### config.mk
export PLATFORM = sky130hd
export DESIGN_NAME = fma_special_resolve
export DESIGN_NICKNAME = d
export VERILOG_FILES = /design/src/rtl/fma_sc_pkg.sv /design/src/rtl/fma_sc_classify.sv /design/src/rtl/fma_sc_ctrl.sv /design/src/rtl/fma_sc_datapath.sv /design/src/rtl/fma_special_resolve.sv
export SDC_FILE = /design/constraint.sdc
export NUM_CORES = 1
export LEC_CHECK = 0
export BUFFER_PORTS_ARGS = -buffer_cell sky130_fd_sc_hd__buf_2
export CORE_AREA = 2 2 103 105
export DETAILED_ROUTE_END_ITERATION = 7
export DIE_AREA = 0 0 105 107
export GPL_TIMING_DRIVEN = 0
export PLACE_DENSITY = 0.67
export SETUP_SLACK_MARGIN = 0.2
export SYNTH_ARGS = -nofsm -noshare
export SYNTH_HDL_FRONTEND = slang
export SYNTH_SLANG_ARGS = --single-unit
### constraint.sdc
create_clock -name vclk -period 2.1
set_input_delay 0.105 -clock vclk [all_inputs]
set_output_delay 0.105 -clock vclk [all_outputs]
set_load 0.01 [all_outputs]
### src/rtl/fma_sc_pkg.sv
package fma_sc_pkg;
  parameter int EXP_W = 11;
  parameter int FRAC_W = 52;
  localparam int WORD_W = 1 + EXP_W + FRAC_W;
  localparam int N_OPS = 3;
  localparam int IDX_W = $clog2(N_OPS);
  localparam int QBIT = FRAC_W - 1;

  typedef enum logic [2:0] {
    CL_ZERO = 3'd0,
    CL_SUB  = 3'd1,
    CL_NORM = 3'd2,
    CL_INF  = 3'd3,
    CL_QNAN = 3'd4,
    CL_SNAN = 3'd5
  } fpClass_e;

  typedef enum logic [1:0] {
    RM_NEAR = 2'b00,
    RM_ZERO = 2'b01,
    RM_UP   = 2'b10,
    RM_DOWN = 2'b11
  } rndMode_e;

  // Strobes from the decision logic to the result builder
  typedef struct packed {
    logic             pickOp;
    logic [IDX_W-1:0] opIdx;
    logic             quietIt;
    logic             pickDefNan;
    logic             pickInf;
    logic             infSign;
    logic             pickZero;
    logic             zeroSign;
    logic             raiseInvalid;
  } strobe_t;
endpackage

### src/rtl/fma_sc_classify.sv
module fma_sc_classify
  import fma_sc_pkg::*;
#(
  parameter int EW = EXP_W,
  parameter int FW = FRAC_W
) (
  input  logic [EW+FW:0] opWord,
  output fpClass_e       opClass,
  output logic           opSign
);
  logic [EW-1:0] expField;
  logic [FW-1:0] fracField;
  logic expOnes, expZero, fracZero;

  assign expField  = opWord[EW+FW-1:FW];
  assign fracField = opWord[FW-1:0];
  assign expOnes   = &expField;
  assign expZero   = ~|expField;
  assign fracZero  = ~|fracField;
  assign opSign    = opWord[EW+FW];

  always_comb begin
    if (expOnes) begin
      if (fracZero)           opClass = CL_INF;
      else if (fracField[FW-1]) opClass = CL_QNAN;
      else                    opClass = CL_SNAN;
    end else if (expZero) begin
      opClass = fracZero ? CL_ZERO : CL_SUB;
    end else begin
      opClass = CL_NORM;
    end
  end
endmodule

### src/rtl/fma_sc_ctrl.sv
module fma_sc_ctrl
  import fma_sc_pkg::*;
(
  input  fpClass_e   opClass [N_OPS],
  input  logic       opSign  [N_OPS],
  input  logic       negProd,
  input  logic [1:0] rndMode,
  output strobe_t    strobe
);
  // operand index order encodes priority: 0 = z, 1 = x, 2 = y
  localparam int IZ = 0;
  localparam int IX = 1;
  localparam int IY = 2;

  logic             anySnan, anyQnan;
  logic [IDX_W-1:0] snanIdx, qnanIdx;
  logic             prodSign;
  logic             xInf, yInf, xZero, yZero, zInf, zZero;
  logic             prodInf, prodZero, infTimesZero;

  always_comb begin
    anySnan = 1'b0;
    anyQnan = 1'b0;
    snanIdx = '0;
    qnanIdx = '0;
    for (int i = N_OPS - 1; i >= 0; i--) begin
      if (opClass[i] == CL_SNAN) begin
        anySnan = 1'b1;
        snanIdx = IDX_W'(i);
      end
      if (opClass[i] == CL_QNAN) begin
        anyQnan = 1'b1;
        qnanIdx = IDX_W'(i);
      end
    end
  end

  assign prodSign     = opSign[IX] ^ opSign[IY] ^ negProd;
  assign xInf         = opClass[IX] == CL_INF;
  assign yInf         = opClass[IY] == CL_INF;
  assign xZero        = opClass[IX] == CL_ZERO;
  assign yZero        = opClass[IY] == CL_ZERO;
  assign zInf         = opClass[IZ] == CL_INF;
  assign zZero        = opClass[IZ] == CL_ZERO;
  assign infTimesZero = (xInf & yZero) | (xZero & yInf);
  assign prodInf      = (xInf | yInf) & ~infTimesZero;
  assign prodZero     = (xZero | yZero) & ~infTimesZero;

  always_comb begin
    strobe = '0;
    if (anySnan) begin
      strobe.pickOp       = 1'b1;
      strobe.opIdx        = snanIdx;
      strobe.quietIt      = 1'b1;
      strobe.raiseInvalid = 1'b1;
    end else if (anyQnan) begin
      strobe.pickOp = 1'b1;
      strobe.opIdx  = qnanIdx;
    end else if (infTimesZero) begin
      strobe.pickDefNan   = 1'b1;
      strobe.raiseInvalid = 1'b1;
    end else if (prodInf) begin
      if (zInf && (opSign[IZ] != prodSign)) begin
        strobe.pickDefNan   = 1'b1;
        strobe.raiseInvalid = 1'b1;
      end else begin
        strobe.pickInf = 1'b1;
        strobe.infSign = prodSign;
      end
    end else if (zInf) begin
      strobe.pickOp = 1'b1;
      strobe.opIdx  = IDX_W'(IZ);
    end else if (prodZero) begin
      if (zZero && (opSign[IZ] != prodSign)) begin
        strobe.pickZero = 1'b1;
        strobe.zeroSign = rndMode == RM_DOWN;
      end else begin
        strobe.pickOp = 1'b1;
        strobe.opIdx  = IDX_W'(IZ);
      end
    end
  end
endmodule

### src/rtl/fma_sc_datapath.sv
module fma_sc_datapath
  import fma_sc_pkg::*;
(
  input  logic [WORD_W-1:0] opWord [N_OPS],
  input  strobe_t           strobe,
  output logic [WORD_W-1:0] resultWord,
  output logic              resultValid,
  output logic              invalidOut,
  output logic              proceedOut
);
  localparam logic [WORD_W-1:0] DEF_NAN =
    {1'b0, {EXP_W{1'b1}}, 1'b1, {(FRAC_W-1){1'b0}}};
  localparam logic [WORD_W-1:0] POS_INF =
    {1'b0, {EXP_W{1'b1}}, {FRAC_W{1'b0}}};

  logic [WORD_W-1:0] chosenOp;

  always_comb begin
    chosenOp = opWord[strobe.opIdx];
    if (strobe.quietIt) chosenOp[QBIT] = 1'b1;
  end

  always_comb begin
    resultWord = '0;
    if (strobe.pickOp)          resultWord = chosenOp;
    else if (strobe.pickDefNan) resultWord = DEF_NAN;
    else if (strobe.pickInf)    resultWord = {strobe.infSign, POS_INF[WORD_W-2:0]};
    else if (strobe.pickZero)   resultWord = {strobe.zeroSign, {(WORD_W-1){1'b0}}};
  end

  assign resultValid = strobe.pickOp | strobe.pickDefNan | strobe.pickInf | strobe.pickZero;
  assign invalidOut  = strobe.raiseInvalid;
  assign proceedOut  = ~resultValid;
endmodule

### src/rtl/fma_special_resolve.sv
module fma_special_resolve
  import fma_sc_pkg::*;
(
  input  logic [WORD_W-1:0] zOp,
  input  logic [WORD_W-1:0] xOp,
  input  logic [WORD_W-1:0] yOp,
  input  logic              negProd,
  input  logic [1:0]        rndMode,
  output logic              specialValid,
  output logic [WORD_W-1:0] specialResult,
  output logic              invalidFlag,
  output logic              proceed
);
  logic [WORD_W-1:0] opWord  [N_OPS];
  fpClass_e          opClass [N_OPS];
  logic              opSign  [N_OPS];
  strobe_t           strobe;

  assign opWord[0] = zOp;
  assign opWord[1] = xOp;
  assign opWord[2] = yOp;

  for (genvar g = 0; g < N_OPS; g++) begin : g_cls
    fma_sc_classify #(.EW(EXP_W), .FW(FRAC_W)) u_cls (
      .opWord (opWord[g]),
      .opClass(opClass[g]),
      .opSign (opSign[g])
    );
  end

  fma_sc_ctrl u_ctrl (
    .opClass(opClass),
    .opSign (opSign),
    .negProd(negProd),
    .rndMode(rndMode),
    .strobe (strobe)
  );

  fma_sc_datapath u_dp (
    .opWord     (opWord),
    .strobe     (strobe),
    .resultWord (specialResult),
    .resultValid(specialValid),
    .invalidOut (invalidFlag),
    .proceedOut (proceed)
  );
endmodule

==> flow_metrics.tcl, run 1 <==
set metrics [dict create \
    setup_violations 67 \
    synth_nets 514 \
    core_area_um2 10100 \
    first_global_vias 4087 \
    avgSynthCellArea_um2 6.75 \
    ant_nets 0 \
    tightest_slew_ns 0.686 \
    synth_seq_area_share_pct 0 \
    hold_viol 0 \
    grt_overflow 0 \
    routed_wl_um 15200 \
    hold_buffers 0 \
    track_usage_pct 22.9 \
    ios 262 \
    ys_warn_count 0 \
    first_pass_iters 4 \
    wl_per_cell_um 20.2 \
    netlist_instances 319 \
    cpMaxStageDelayCell "o41ai_4" \
    areaGrowthSynthToFinish_pct 151 \
    fmax_mhz 373 \
    grt_max_degree 11 \
    syn-cell-area_um2 2150 \
    status "complete, but fails checks" \
    required_ns 2.00 \
    nClkBuffers 0 \
    nFillCells 960 \
    grt_pass1_wl_um 21000 \
    io_buffers 262 \
    finish.net_count 813 \
    via_count 4135 \
    hold_path_class "in -> out" \
    ir_drop_v 0.0000594 \
    dp_slack_ns -1.15 \
    setup_ws_ns -0.582 \
    critPathKind "in -> out" \
    place.gp.congestion 0.874 \
    maxCapViolCount 0 \
    violations "negative setup slack" \
    p_leak_uw 0.00243 \
    post-route-drc-count 0 \
    drt-vias-per-instance 5.50 \
    dpl.hpwl_um 11400 \
    register_area_um2 0 \
    crit_chain "buf_2, nor4_4, nand3_2, o41ai_4, o221ai_2, or3_4, buf_12, buf_12, buf_16, mux2i_4, a21oi_2, buf_2" \
    period_share_pct 128 \
    start_util_pct 21.3 \
    slew_headroom_pct 53.9 \
    max_stage_delay_ns 0.46 \
    die_height_um 107 \
    critical-path-top-delay-family "simple AND/OR/NAND/NOR gates" \
    p_per_area_nw_per_um2 92.0 \
    rsz0062_at_grt "true" \
    arrival_ns 2.58 \
    drv_slew 0 \
    die_x_um 105 \
    worst_setup_path_end_kind "output port" \
    antenna_found_initial 0 \
    rows 37 \
    drive_gt1_share_pct 76.5 \
    cp-start-kind "primary input" \
    numSequentialCells 0 \
    period_needed_ns 2.68 \
    fin_tns_setup_ns -33.05 \
    cp_max_fo 7 \
    synth.distinct_cells 40 \
    diodes 0 \
    drt_iter0_drc 233 \
    dieArea_um2 11200 \
    crit_buf_inv 5 \
]
==> timing repair <==
action                                  in CTS  in global routing
gates resized for setup                     94                119
setup buffers                               18                 10
endpoints found under the hold margin        0                  0
endpoints found under the setup margin      67                 67
pin swaps                                   19                 17
gates cloned                                 4                  3
==> layout by cell type, fill, tap and decap left out, types with 4 or more instances in the layout <==
| cell | instances |
|---|---|
| a21oi_4 | 7 |
| nor3_1 | 4 |
| nor4_1 | 15 |
| a21oi_2 | 45 |
| buf_4 | 25 |
| mux2i_4 | 9 |
| nor4_4 | 24 |
| nand2_1 | 7 |
| nand3_1 | 9 |
| o21ai_2 | 12 |
| buf_6 | 32 |
| buf_8 | 9 |
| nor4_2 | 12 |
| mux2i_2 | 14 |
| buf_12 | 7 |
| buf_2 | 239 |
| mux2i_1 | 28 |
| nand4_1 | 12 |
| o21a_1 | 11 |
| o21ai_1 | 28 |
| o21ai_0 | 6 |
| o21ai_4 | 6 |
| inv_1 | 4 |
==> where the power goes <==
part | total, uW | switching [uW] | internal [uW]
registers | 0 | 0 | 0
logic | 497 | 261 | 236
clock network | 0 | 0 | 0
total | 497 | 261 | 236
==> cell usage after synthesis, drive strengths merged <==
cell type	instances	area, um2
o21a	11	82.6
or2	1	8.76
a31oi	1	6.26
clkbuf	7	26.3
o41ai	2	32.5
a211oi	2	15.0
nand2b	3	18.8
or4	1	11.3
or3	1	6.26
o221ai	1	8.76
nand3b	1	7.51
inv	4	15.0
nor2b	1	6.26
nand4	12	75.1
a22oi	2	15.0
nor2	2	7.51
and3	3	18.8
o311ai	1	16.3
o32a	1	10.0
a2bb2oi	1	15.0
buf	18	136
mux2i	51	510
xnor2	2	17.5
a22o	3	26.3
a222oi	1	10.0
o21ai	52	260
a211o	1	8.76
o31ai	2	15.0
nand2	8	30.0
nor4	51	364
nor3	5	25.0
o22ai	2	12.5
a21oi	52	260
xor2	1	8.76
nand3	12	65.1
==> through the flow <==
| stage | hold slack (ns) | instance area [um2] | utilization, % | std cells | power, uW |
|---|---|---|---|---|---|
| global route | 0.555 | 5400 | 53.5 | 752 | 525 |
| global placement | 0.539 | 4130 | 40.9 | 717 | 366 |
| CTS | 0.547 | 4760 | 47.2 | 739 | 419 |
| finish | 0.544 | 5400 | 53.5 | 752 | 497 |
| detailed placement | 0.545 | 4130 | 40.9 | 717 | 376 |
| floorplan | 0.357 | 2650 | - | 319 | 91.5 |
==> per-layer routing <==
metal | part of all wire, % | vias to the layer above | global-route usage [%]
li1 | - | 1924 | -
met1 | 38 | 1975 | 27.0
met2 | 53 | 207 | 43.9
met3 | 5.8 | 29 | 2.80
met4 | 2.6 | 0 | 5.14
met5 | 0 | - | 0
==> cell type report <==
type	instances	area (um2)	share of cell area (%)
Multi-Input combinational cell	290	3020	55.9
Buffer	25	323	5.97
Timing Repair Buffer	297	1870	34.7
Inverter	4	15.0	0.278
Tap cell	136	170	3.15
==> path summary, 6_finish.rpt <==
path / start / to / slack, ns / cells after the start
worst min-delay path: zOp[56] / specialResult[56] / 0.54 / 3
worst max-delay path: yOp[42] / specialResult[42] / -0.58 / 12
==> logic make-up (layout without fill, tap and decap cells) <==
| logic type | Yosys count | after routing | synth area share [%] |
|---|---|---|---|
| compound gates | 135 | 135 | 36.9 |
| simple gates | 101 | 101 | 29.9 |
| mux | 51 | 51 | 23.7 |
| buf+inv | 29 | 326 | 8.25 |
| xor+xnor | 3 | 3 | 1.22 |
Note: power is estimated with default switching activity, not from simulation.
==> inputs of run 2 (changes only) <==
--- a/config.mk
+++ b/config.mk
@@ -6,12 +6,14 @@
 export NUM_CORES = 1
 export LEC_CHECK = 0
 export BUFFER_PORTS_ARGS = -buffer_cell sky130_fd_sc_hd__buf_2
-export CORE_AREA = 2 2 103 105
+export CORE_AREA = 2 2 102 104
 export DETAILED_ROUTE_END_ITERATION = 7
-export DIE_AREA = 0 0 105 107
+export DIE_AREA = 0 0 104 106
 export GPL_TIMING_DRIVEN = 0
-export PLACE_DENSITY = 0.67
+export PLACE_DENSITY = 0.76
+export REMOVE_ABC_BUFFERS = 1
 export SETUP_SLACK_MARGIN = 0.2
 export SYNTH_ARGS = -nofsm -noshare
 export SYNTH_HDL_FRONTEND = slang
+export SYNTH_HIERARCHICAL = 1
 export SYNTH_SLANG_ARGS = --single-unit
==> flow_metrics.tcl, run 2 <==
set metrics [dict create \
    finish.utilization_pct 63.0 \
    core_area_um2 10000 \
    hold_viol 0 \
    violations "negative setup slack" \
    avgSynthCellArea_um2 6.74 \
    drv_slew 0 \
    antenna_found_initial 0 \
    yosys.area.top_type "mux2i_1" \
    via_count 4985 \
    finish.net_count 951 \
    ant_nets 0 \
    critPathKind "in -> out" \
    numSequentialCells 0 \
    max_stage_delay_ns 0.43 \
    post-route-drc-count 0 \
    die_height_um 106 \
    track_usage_pct 29.7 \
    critical-path-top-delay-family "simple AND/OR/NAND/NOR gates" \
    dieArea_um2 11000 \
    cpMaxStageDelayCell "nor4_4" \
    synthTopCellsByArea "mux2i_1, or2_0, a21boi_1" \
    dp_slack_ns -2.59 \
    ios 262 \
    grt_overflow 0 \
    p_per_area_nw_per_um2 78.9 \
    hold_path_class "in -> out" \
    rsz0062_at_grt "true" \
    arrival_ns 3.14 \
    worst_setup_path_end_kind "output port" \
    dpl.hpwl_um 11000 \
    synth.distinct_cells 43 \
    synthDominantCellAreaShare_pct 21.8 \
    first_global_vias 4917 \
    ir_drop_v 0.0000545 \
    fin_area_um2 6300 \
    grt_pass1_wl_um 26200 \
    nClkBuffers 0 \
    slew_headroom_pct 58.0 \
    p_leak_uw 0.00261 \
    synth_common_cells "nand2_1, mux2i_1, or2_0" \
    drt-vias-per-instance 5.60 \
    io_buffers 262 \
    yosysMostFrequentCell "nand2_1" \
    wl_per_cell_um 20.7 \
    place_area_um2 4390 \
    crit_start "yOp[2]" \
    crit_buf_inv 6 \
    grt_max_degree 36 \
    status "complete, but fails checks" \
    rows 37 \
    path_depth 15 \
    final_cell_mix "buf_2, mux2i_1, nand2_1, or2_0, buf_6" \
    cp_max_fo 5 \
    areaGrowthSynthToFinish_pct 114 \
    finalPower_uw 497 \
    period_needed_ns 3.24 \
    setup_violations 67 \
    first_pass_iters 5 \
    diodes 0 \
    drive_gt1_share_pct 62.6 \
    fmax_mhz 308 \
    tightest_slew_ns 0.629 \
    die_x_um 104 \
    crit_chain "buf_6, nor4_4, nand4_1, nor4_4, o21a_2, inv_4, o32ai_4, a311oi_4, a211o_4, buf_12, nor3_4, buf_6, buf_16, a31oi_2, buf_2" \
    netlist_instances 436 \
    final_common_cell "buf_2" \
    syn-cell-area_um2 2940 \
    fin_tns_setup_ns -70.39 \
    required_ns 2.00 \
    setup_ws_ns -1.14 \
    period_share_pct 154 \
    ys_warn_count 6 \
    place.gp.congestion 0.896 \
    drt_iter0_drc 274 \
    start_util_pct 29.4 \
    cp-start-kind "primary input" \
    maxCapViolCount 0 \
    register_area_um2 0 \
    synth_seq_area_share_pct 0 \
    routed_wl_um 18400 \
    setup.worst_path.end "specialResult[62]" \
]
-- run 2: changes by cell type after synthesis, moves of 13 or more --
cell	before	now
mux2i_1	51	64
or2_0	0	58
clkbuf_1	7	20
nand2_1	8	68
o21ai_1	20	0
nor4_2	0	15
nor4_1	48	34
a21oi_1	52	3
a21boi_1	0	36
a21boi_0	0	15
o21ai_0	32	3
-- run 2: metrics by stage --
| step | cells | hold WS (ns) |
|---|---|---|
| after global routing | 890 | 0.562 |
| after global placement | 800 | 0.541 |
| after CTS | 880 | 0.538 |
| after floorplan | 402 | 0.333 |
| final | 890 | 0.545 |
| after detailed placement | 810 | 0.541 |
-- run 2: final cells by class --
cell class         count  area [um2]
multi-input cells    398        3550
repair buffers       348        2540
inverters              8        32.5
well taps            136         170
fillers              865        3700
-- run 2: worst min path at each step --
stage            start  slack [ns]  cells after the start                end
2_1_floorplan  xOp[15]        0.33                      2  specialResult[15]
3_5_place_dp   xOp[40]        0.54                      4  specialResult[40]
5_1_grt        xOp[37]        0.56                      4  specialResult[37]
3_3_place_gp   xOp[17]        0.54                      4  specialResult[17]
4_1_cts         xOp[6]        0.54                      4   specialResult[6]
6_report       xOp[33]        0.55                      4  specialResult[33]
-- run 2: repair_timing --
action	CTS	global route
hold buffers	0	0
setup endpoints to repair	67	67
pin swaps	46	24
setup buffers	56	10
cloned	14	0
resized for setup	169	63
-- run 2: cell families after synthesis --
family | synth area share (%)
buf+inv | 7.75
mux | 21.8
simple gates | 47.2
compound gates | 22.1
xor+xnor | 1.06
-- run 2: report_power, final --
group	switching, uW	internal (uW)
clock network	0	0
registers	0	0
logic	256	241
-- run 2: per-layer routing --
layer	part of all wire, %	global-route usage, %	vias to the layer above
met5	0	0	-
met4	3.9	9.27	0
met3	7.3	4.66	64
met2	50	53.5	305
met1	39	36.2	2345
li1	-	-	2271
-- run 2: tightest hold or removal path, stage by stage --
cell and delay, ns:
buf_2 0.10, nand2_1 0.05, a21boi_1 0.05, buf_2 0.13
